--- src/rtl/tlb_pkg.sv ---
// Package tlb_pkg
// Shared types for the translation buffer: the permission code and the
// per-entry attribute record. Assumes 2-bit permission codes.
package tlb_pkg;

    typedef enum logic [1:0] {
        PERM_NONE = 2'b00,
        PERM_RO   = 2'b01,
        PERM_RW   = 2'b10,
        PERM_RWX  = 2'b11
    } perm_t;

    typedef struct packed {
        logic  present;
        perm_t kperm;
        perm_t uperm;
        logic  cache;
        logic  refd;
        logic  modf;
    } ent_attr_t;

    // True when the selected permission code forbids the access.
    function automatic logic perm_denied(input perm_t code, input logic is_write);
        return (code == PERM_NONE) || (is_write && (code == PERM_RO));
    endfunction

endpackage

--- src/rtl/tlb_cam.sv ---
// Module tlb_cam
// Holds the tag side of each entry: occupancy, page number and identifier.
// It compares two keys against all entries in parallel, the lookup key and
// the maintenance key. Assumes the caller never loads a duplicate tag.
module tlb_cam #(
    parameter int N     = 8,
    parameter int VPN_W = 20,
    parameter int TAG_W = 6
) (
    input  logic             clk,
    input  logic             rst_n,
    input  logic [VPN_W-1:0] lk_vpn,
    input  logic [TAG_W-1:0] lk_tag,
    output logic [N-1:0]     lk_match,
    input  logic [VPN_W-1:0] mt_vpn,
    input  logic [TAG_W-1:0] mt_tag,
    output logic [N-1:0]     mt_match,
    input  logic [N-1:0]     load_vec,
    input  logic [N-1:0]     kill_vec,
    input  logic             kill_all
);

    logic [VPN_W-1:0] vpn_q  [N];
    logic [TAG_W-1:0] tag_q  [N];
    logic [N-1:0]     live_q;

    for (genvar g = 0; g < N; g++) begin : g_ent
        // Update occupancy and key of one entry.
        always_ff @(posedge clk) begin
            if (!rst_n) begin
                live_q[g] <= 1'b0;
                vpn_q[g]  <= '0;
                tag_q[g]  <= '0;
            end else if (kill_all || kill_vec[g]) begin
                live_q[g] <= 1'b0;
            end else if (load_vec[g]) begin
                live_q[g] <= 1'b1;
                vpn_q[g]  <= mt_vpn;
                tag_q[g]  <= mt_tag;
            end
        end

        // Parallel comparators for both keys.
        assign lk_match[g] = live_q[g] && (vpn_q[g] == lk_vpn) && (tag_q[g] == lk_tag);
        assign mt_match[g] = live_q[g] && (vpn_q[g] == mt_vpn) && (tag_q[g] == mt_tag);
    end

endmodule

--- src/rtl/tlb_lru.sv ---
// Module tlb_lru
// Keeps a full recency order as one rank per entry: rank 0 is the most
// recently used and rank N-1 the least. A touch moves one entry to rank 0
// and ages the entries that were more recent. Assumes ranks stay a permutation.
module tlb_lru #(
    parameter int N  = 8,
    parameter int IW = $clog2(N)
) (
    input  logic          clk,
    input  logic          rst_n,
    input  logic          touch_en,
    input  logic [IW-1:0] touch_way,
    output logic [IW-1:0] victim
);

    localparam logic [IW-1:0] OLDEST = IW'(N - 1);

    logic [IW-1:0] rank_q [N];
    logic [IW-1:0] touch_rank;

    assign touch_rank = rank_q[touch_way];

    for (genvar g = 0; g < N; g++) begin : g_rank
        // Reorder one entry's rank on a touch; reset gives index order.
        always_ff @(posedge clk) begin
            if (!rst_n) begin
                rank_q[g] <= IW'(N - 1 - g);
            end else if (touch_en) begin
                if (touch_way == IW'(g)) begin
                    rank_q[g] <= '0;
                end else if (rank_q[g] < touch_rank) begin
                    rank_q[g] <= rank_q[g] + 1'b1;
                end
            end
        end
    end

    // Find the entry that holds the oldest rank.
    always_comb begin
        victim = '0;
        for (int i = 0; i < N; i++) begin
            if (rank_q[i] == OLDEST) victim = IW'(i);
        end
    end

endmodule

--- src/rtl/tlb_data.sv ---
// Module tlb_data
// Holds the frame number and attribute record of each entry. One read port
// is addressed by way. Writes are a full load, or a reference/modify mark
// made on a hit. Assumes a load and a mark never target the same cycle.
module tlb_data #(
    parameter int N     = 8,
    parameter int PFN_W = 20,
    parameter int IW    = $clog2(N)
) (
    input  logic                 clk,
    input  logic                 rst_n,
    input  logic [IW-1:0]        rd_way,
    output logic [PFN_W-1:0]     rd_pfn,
    output tlb_pkg::ent_attr_t   rd_attr,
    input  logic                 load_en,
    input  logic [IW-1:0]        load_way,
    input  logic [PFN_W-1:0]     load_pfn,
    input  tlb_pkg::ent_attr_t   load_attr,
    input  logic                 mark_en,
    input  logic [IW-1:0]        mark_way,
    input  logic                 mark_mod
);

    logic [PFN_W-1:0]   pfn_q  [N];
    tlb_pkg::ent_attr_t attr_q [N];

    for (genvar g = 0; g < N; g++) begin : g_slot
        // Load or mark one entry's payload.
        always_ff @(posedge clk) begin
            if (!rst_n) begin
                pfn_q[g]  <= '0;
                attr_q[g] <= '0;
            end else if (load_en && (load_way == IW'(g))) begin
                pfn_q[g]  <= load_pfn;
                attr_q[g] <= load_attr;
            end else if (mark_en && (mark_way == IW'(g))) begin
                attr_q[g].refd <= 1'b1;
                if (mark_mod) attr_q[g].modf <= 1'b1;
            end
        end
    end

    assign rd_pfn  = pfn_q[rd_way];
    assign rd_attr = attr_q[rd_way];

endmodule

--- src/rtl/tlb_xlate.sv ---
// Module tlb_xlate (top)
// Fully associative translation buffer with identifier tags, a software fill
// port, invalidate and flush. It checks permissions and keeps an LRU order.
// A lookup is decoded combinationally and its outcome registered. Any
// maintenance command pre-empts a lookup in the same cycle.
// Assumes one-hot matches, which the in-place refill guarantees.
module tlb_xlate #(
    parameter int N     = 8,
    parameter int VPN_W = 20,
    parameter int PFN_W = 20,
    parameter int OFF_W = 12,
    parameter int TAG_W = 6,
    localparam int IW   = $clog2(N),
    localparam int VA_W = VPN_W + OFF_W,
    localparam int PA_W = PFN_W + OFF_W
) (
    input  logic             clk,
    input  logic             rst_n,
    input  logic             lk_req,
    input  logic [VA_W-1:0]  lk_vaddr,
    input  logic             lk_write,
    input  logic             lk_user,
    input  logic [TAG_W-1:0] lk_asid,
    input  logic             fill_en,
    input  logic [VPN_W-1:0] fill_vpn,
    input  logic [TAG_W-1:0] fill_asid,
    input  logic [PFN_W-1:0] fill_pfn,
    input  logic             fill_present,
    input  logic [1:0]       fill_kperm,
    input  logic [1:0]       fill_uperm,
    input  logic             fill_cache,
    input  logic             inv_en,
    input  logic [VPN_W-1:0] inv_vpn,
    input  logic [TAG_W-1:0] inv_asid,
    input  logic             flush_all,
    output logic             rsp_valid,
    output logic             rsp_hit,
    output logic             rsp_miss,
    output logic             rsp_pfault,
    output logic             rsp_prot,
    output logic             rsp_busy,
    output logic [PA_W-1:0]  rsp_paddr,
    output logic [IW-1:0]    rsp_way,
    output logic             rsp_cache,
    output logic             rsp_ref_prev,
    output logic             rsp_mod_prev
);

    import tlb_pkg::*;

    logic [VPN_W-1:0] lk_vpn;
    logic [OFF_W-1:0] lk_off;
    logic [VPN_W-1:0] mt_vpn;
    logic [TAG_W-1:0] mt_tag;
    logic [N-1:0]     lk_match, mt_match;
    logic             lk_any, mt_any;
    logic [IW-1:0]    lk_way, mt_way, victim, fill_way;
    logic             maint_busy, do_look;
    logic             do_flush, do_inv, do_fill;
    logic [N-1:0]     load_vec, kill_vec;
    logic [PFN_W-1:0] hit_pfn;
    ent_attr_t        hit_attr, new_attr;
    perm_t            sel_perm;
    logic             is_pfault, is_prot, is_good;

    assign lk_vpn = lk_vaddr[VA_W-1:OFF_W];
    assign lk_off = lk_vaddr[OFF_W-1:0];

    // Command arbitration: flush over invalidate over fill.
    assign maint_busy = fill_en || inv_en || flush_all;
    assign do_flush   = flush_all;
    assign do_inv     = inv_en && !flush_all;
    assign do_fill    = fill_en && !flush_all && !inv_en;
    assign do_look    = lk_req && !maint_busy;

    assign mt_vpn = inv_en ? inv_vpn  : fill_vpn;
    assign mt_tag = inv_en ? inv_asid : fill_asid;

    tlb_cam #(.N(N), .VPN_W(VPN_W), .TAG_W(TAG_W)) u_cam (
        .clk      (clk),
        .rst_n    (rst_n),
        .lk_vpn   (lk_vpn),
        .lk_tag   (lk_asid),
        .lk_match (lk_match),
        .mt_vpn   (mt_vpn),
        .mt_tag   (mt_tag),
        .mt_match (mt_match),
        .load_vec (load_vec),
        .kill_vec (kill_vec),
        .kill_all (do_flush)
    );

    // Encode the one-hot match vectors into way indices.
    always_comb begin
        lk_way = '0;
        mt_way = '0;
        for (int i = 0; i < N; i++) begin
            if (lk_match[i]) lk_way = lk_way | IW'(i);
            if (mt_match[i]) mt_way = mt_way | IW'(i);
        end
    end

    assign lk_any   = |lk_match;
    assign mt_any   = |mt_match;
    assign fill_way = mt_any ? mt_way : victim;

    // Decode the fill target and the invalidate target.
    always_comb begin
        load_vec = '0;
        if (do_fill) load_vec[fill_way] = 1'b1;
        kill_vec = do_inv ? mt_match : '0;
    end

    tlb_lru #(.N(N)) u_lru (
        .clk       (clk),
        .rst_n     (rst_n),
        .touch_en  (do_fill || (do_look && lk_any)),
        .touch_way (do_fill ? fill_way : lk_way),
        .victim    (victim)
    );

    // Attribute record written by a fill; reference and modify start clear.
    always_comb begin
        new_attr         = '0;
        new_attr.present = fill_present;
        new_attr.kperm   = perm_t'(fill_kperm);
        new_attr.uperm   = perm_t'(fill_uperm);
        new_attr.cache   = fill_cache;
    end

    tlb_data #(.N(N), .PFN_W(PFN_W)) u_data (
        .clk       (clk),
        .rst_n     (rst_n),
        .rd_way    (lk_way),
        .rd_pfn    (hit_pfn),
        .rd_attr   (hit_attr),
        .load_en   (do_fill),
        .load_way  (fill_way),
        .load_pfn  (fill_pfn),
        .load_attr (new_attr),
        .mark_en   (do_look && is_good),
        .mark_way  (lk_way),
        .mark_mod  (lk_write)
    );

    // Classify a matching lookup: missing page, permission denial or success.
    always_comb begin
        sel_perm  = lk_user ? hit_attr.uperm : hit_attr.kperm;
        is_pfault = lk_any && !hit_attr.present;
        is_prot   = lk_any && hit_attr.present && perm_denied(sel_perm, lk_write);
        is_good   = lk_any && hit_attr.present && !perm_denied(sel_perm, lk_write);
    end

    // Register the outcome of each lookup.
    always_ff @(posedge clk) begin
        if (!rst_n) begin
            rsp_valid    <= 1'b0;
            rsp_hit      <= 1'b0;
            rsp_miss     <= 1'b0;
            rsp_pfault   <= 1'b0;
            rsp_prot     <= 1'b0;
            rsp_busy     <= 1'b0;
            rsp_paddr    <= '0;
            rsp_way      <= '0;
            rsp_cache    <= 1'b0;
            rsp_ref_prev <= 1'b0;
            rsp_mod_prev <= 1'b0;
        end else begin
            rsp_valid    <= lk_req;
            rsp_busy     <= lk_req && maint_busy;
            rsp_miss     <= do_look && !lk_any;
            rsp_pfault   <= do_look && is_pfault;
            rsp_prot     <= do_look && is_prot;
            rsp_hit      <= do_look && is_good;
            rsp_paddr    <= (do_look && is_good) ? {hit_pfn, lk_off} : '0;
            rsp_way      <= (do_look && lk_any) ? lk_way : '0;
            rsp_cache    <= do_look && is_good && hit_attr.cache;
            rsp_ref_prev <= do_look && is_good && hit_attr.refd;
            rsp_mod_prev <= do_look && is_good && hit_attr.modf;
        end
    end

endmodule

--- config.mk ---
export PLATFORM = sky130hd
export DESIGN_NAME = tlb_xlate
export DESIGN_NICKNAME = d
export VERILOG_FILES = /design/src/rtl/tlb_pkg.sv /design/src/rtl/tlb_cam.sv /design/src/rtl/tlb_lru.sv /design/src/rtl/tlb_data.sv /design/src/rtl/tlb_xlate.sv
export SDC_FILE = /design/constraint.sdc
export NUM_CORES = 1
export LEC_CHECK = 0
export ABC_CLOCK_PERIOD_IN_PS = 9750
export CORE_UTILIZATION = 40
export CTS_CLUSTER_SIZE = 24
export DETAILED_ROUTE_END_ITERATION = 16
export GPL_TIMING_DRIVEN = 0
export PLACE_DENSITY = 0.58
export SLEW_MARGIN = 40
export SYNTH_ARGS = -nofsm -noshare
export SYNTH_HDL_FRONTEND = slang
export SYNTH_HIERARCHICAL = 1
export SYNTH_SLANG_ARGS = --single-unit
--- constraint.sdc ---
create_clock -name clk -period 9.75 [get_ports clk]
set_input_delay 0.975 -clock clk [delete_from_list [all_inputs] [get_ports clk]]
set_output_delay 0.975 -clock clk [all_outputs]
set_load 0.01 [all_outputs]
==> metrics.txt <==
Primary FF master, synth=edfxtp_1; Nets=between 2k and 3k; Area Growth Syn to Fin=18.0%; CTS Sinks=508; largest net degree at the start of global routing=29; Critical Path RT=10,100 ps; Switching Fraction=roughly a quarter; grt ovf=0; Peak Freq=0.118 GHz; CTS tree=built; CP startpoint kind=input pin; CP Capture Type=flip-flop; core region area=67,800 um^2; MaxCap Viol Count=0; Die W=265 um; All-Layer GR Usage=between 20 and 30%; Max Slew Vio Count=0; Critical Path AT=8810 ps; CTS clk-pin slew, worst paths=60 ps; Worst-Margin Slew=~960 ps; Final ANT Viol Nets=0; sequential element share of the synthesized area=53.4%; worst hold margin=527 ps; Final Hold Fails=0; Finished Layout Cells=3,285; power density over cell area=roughly 170 nW/um^2; max-slew headroom at the worst pin=a little over a third; worst hold path cell count=2; post-synthesis mux area share=7.64%; initial antenna violation count=2; Die Span Y=around 260 um; worst-path maximum fanout=10; TritonCTS buffer count=60; Psw=0.00138 W; fin crit share=86.8%; DRC violations left=0; Via density=around 5.6; CTS Hold Buffers Added=0; Syn Area/Cell=12.9 um^2; initial drt markers=1,849; Syn. warnings=6; Async SR Flop Fraction=0%; post_cts resized=0; clock latency on the worst-skew pair=660 ps; Post-Synth Simple-Gate Area=17.8%; placed cell count=3,171; Worst Skew=58.9 ps; vias post-DR=18.4k; Port Buf Inserts=141; Cell Rows=95; Clk network pwr share=42.6%; post-CTS setup repair buffer count=0; Post-Synth Adder-Cell Area=roughly 1.4%; CTS root buffer=clkbuf_16; cell count after synthesis=approximately 2.1k; Synth Area in XOR/XNOR=13.2%; fin crit period=8470 ps; layout cells sized above 1=16.9%; Yosys cell types=72; htree depth=2; RSZ-0062 raised after global routing=no; Reg power frac=45.9%; total leakage power=11.2 nW; WL/cell=27.6 um; R2R depth=17; drt total wl=90.7 mm; Compound-Gate Fraction of Synth Area=2.52%; total power=0.00544 W; Setup Viol. Count Final=0; RePlAce Congestion=0.926; largest family of logic cells by synthesized area=simple AND/OR/NAND/NOR gates; Top Ports=168; vias in the first global route=between 15k and 20k; DP HPWL=60.8 mm; status=complete, no violations; worst min-delay path class=flip-flop to flip-flop; Int Pwr=0.00405 W; Yosys reg bits=508; Comb power frac=between 10% and 20%; kind of critical path=input pin to flip-flop; maximum vdd drop=0.000150 V; deepest clock path buffer count=3; first-pass GRT wire length=129 mm; die footprint=70,000 um^2; Cell Area, Synth=27,600 um^2; Pre-antenna DRT Iters=5; Post-synth EDFFs=456; initial core utilization=roughly two fifths
[through the flow]
step                utilization, %  setup WS, ps  cell area [um^2]  TNS (ps)
global placement              44.5         -1090             30100   -136360
floorplan                        -          2880             27600         0
CTS                           48.0          1260             32500         0
finish                        48.1          1280             32600         0
detailed placement            44.9           590             30400         0
global route                  48.1          1140             32600         0
[cell usage in the layout (no fill, tap or decap), drive strengths merged, types with 3 or more instances in the layout]
cell type | netlist | routed
o32a | 3 | 3
o21a | 8 | 8
o21ai | 20 | 20
nor3 | 25 | 25
clkinvlp | 0 | 3
nor4 | 22 | 22
or4 | 19 | 19
a21oi | 18 | 18
mux4 | 62 | 62
mux2i | 4 | 4
clkinv | 0 | 23
nor3b | 5 | 5
edfxtp | 456 | 456
clkdlybuf4s50 | 0 | 139
nor2 | 48 | 48
clkbuf | 60 | 149
nand2 | 43 | 43
or3 | 3 | 3
nand2b | 16 | 16
a31o | 3 | 3
dfxtp | 52 | 52
or2 | 4 | 4
a31oi | 3 | 3
and2b | 3 | 3
a2bb2o | 6 | 6
and2 | 463 | 463
ha | 31 | 31
buf | 85 | 97
o2bb2ai | 7 | 7
xnor2 | 417 | 417
conb | 1 | 9
nor2b | 7 | 7
mux2 | 55 | 55
inv | 25 | 23
nand4 | 99 | 99
nand3 | 26 | 26
and3 | 8 | 8
[Yosys cell counts (all sizes together), types with 3 or more instances]
cell	count	area [um^2]
nand3	26	130
edfxtp	456	13700
nand2	43	161
o21a	8	60.1
or2	4	25.0
ha	31	388
and2	463	2920
o2bb2ai	7	61.3
xnor2	417	3650
and2b	3	26.3
mux2	55	623
nor4	22	238
clkbuf	60	225
a31oi	3	18.8
or4	19	146
o32a	3	30.0
dfxtp	52	1040
nand4	99	619
a21oi	18	90.1
o21ai	20	100
mux4	62	1420
buf	85	780
a2bb2o	6	60.1
nor2b	7	43.8
nand2b	16	100
mux2i	4	65.1
nor3b	5	42.5
and3	8	52.6
nor3	25	146
nor2	48	193
or3	3	18.8
a31o	3	26.3
inv	25	93.8
[flip-flops by register name (all words and copies together), names as in the netlist]
name           count
u_cam/tag_q       48
u_data/attr_q     64
rsp_prot           1
rsp_miss           1
u_cam/vpn_q      160
rsp_ref_prev       1
rsp_pfault         1
rsp_hit            1
rsp_valid          1
rsp_busy           1
rsp_mod_prev       1
u_cam/live_q       8
rsp_paddr         32
u_data/pfn_q     160
u_lru/rank_q      24
rsp_way            3
rsp_cache          1
[area by class of cell]
class / count / area, um^2
Tap cell: 873 / 1090
Buffer: 145 / 1030
Sequential cell: 508 / 14700
Fill cell: 6058 / 35200
Timing Repair Buffer: 151 / 1570
Inverter: 25 / 97.6
Multi-Input combinational cell: 1469 / 11900
Clock inverter: 24 / 209
Antenna cell: 1 / 2.50
Clock buffer: 89 / 1900
[power by group through the flow]
stage          registers, W  logic, W  clock network [W]
6_report            0.00249  0.000629            0.00231
5_1_grt             0.00250  0.000654            0.00243
4_1_cts             0.00249  0.000619            0.00235
3_5_place_dp        0.00254  0.000616                  0
3_3_place_gp        0.00254  0.000597                  0
2_1_floorplan       0.00253  0.000362                  0
[final timing paths]
kind | start | end | slack [ps]
worst max-delay path | inv_en | u_lru/rank_q[6][0] | 1280
worst min-delay path | u_cam/live_q[7] | u_cam/live_q[7] | 530
worst max register to register | u_cam/vpn_q[1][60] | u_lru/rank_q[6][0] | 3350
worst min register to register | u_cam/live_q[7] | u_cam/live_q[7] | 530
[critical path: stages]
cell and delay (ps):
clkdlybuf4s50_1 640, buf_2 450, buf_2 450, mux2_2 310, buf_2 380, clkbuf_1 760
xnor2_1 200, nand3_1 110, nor4_2 700, or2_2 270, or3_1 160, mux2i_4 110
a21oi_1 180, buf_6 170, clkbuf_1 410, mux4_2 390, mux2i_2 540, ha_1 370
o21a_1 200, or4b_2 620, o21ai_0 160, or3_1 240
[routing by layer]
| layer | vias to the layer above | part of all wire, % | GRT usage, % | wire length (um) |
|---|---|---|---|---|
| met3 | 246 | 7.7 | 4.25 | 6980 |
| met4 | 0 | 5.5 | 12.7 | 4940 |
| met2 | 902 | 47 | 43.1 | 42900 |
| li1 | 8051 | - | - | - |
| met5 | - | 0 | 0 | 0 |
| met1 | 9193 | 39 | 32.4 | 35800 |
[cell families after synthesis]
kind of cell / Yosys count
AND/OR/NAND/NOR: 798
flip-flops: 508
XOR/XNOR: 417
buffers and inverters: 170
multiplexers: 121
AO/OA/AOI/OAI: 93
adder cells (fa/ha/maj): 31
other: 1
Note: power is estimated with default switching activity, not from simulation.
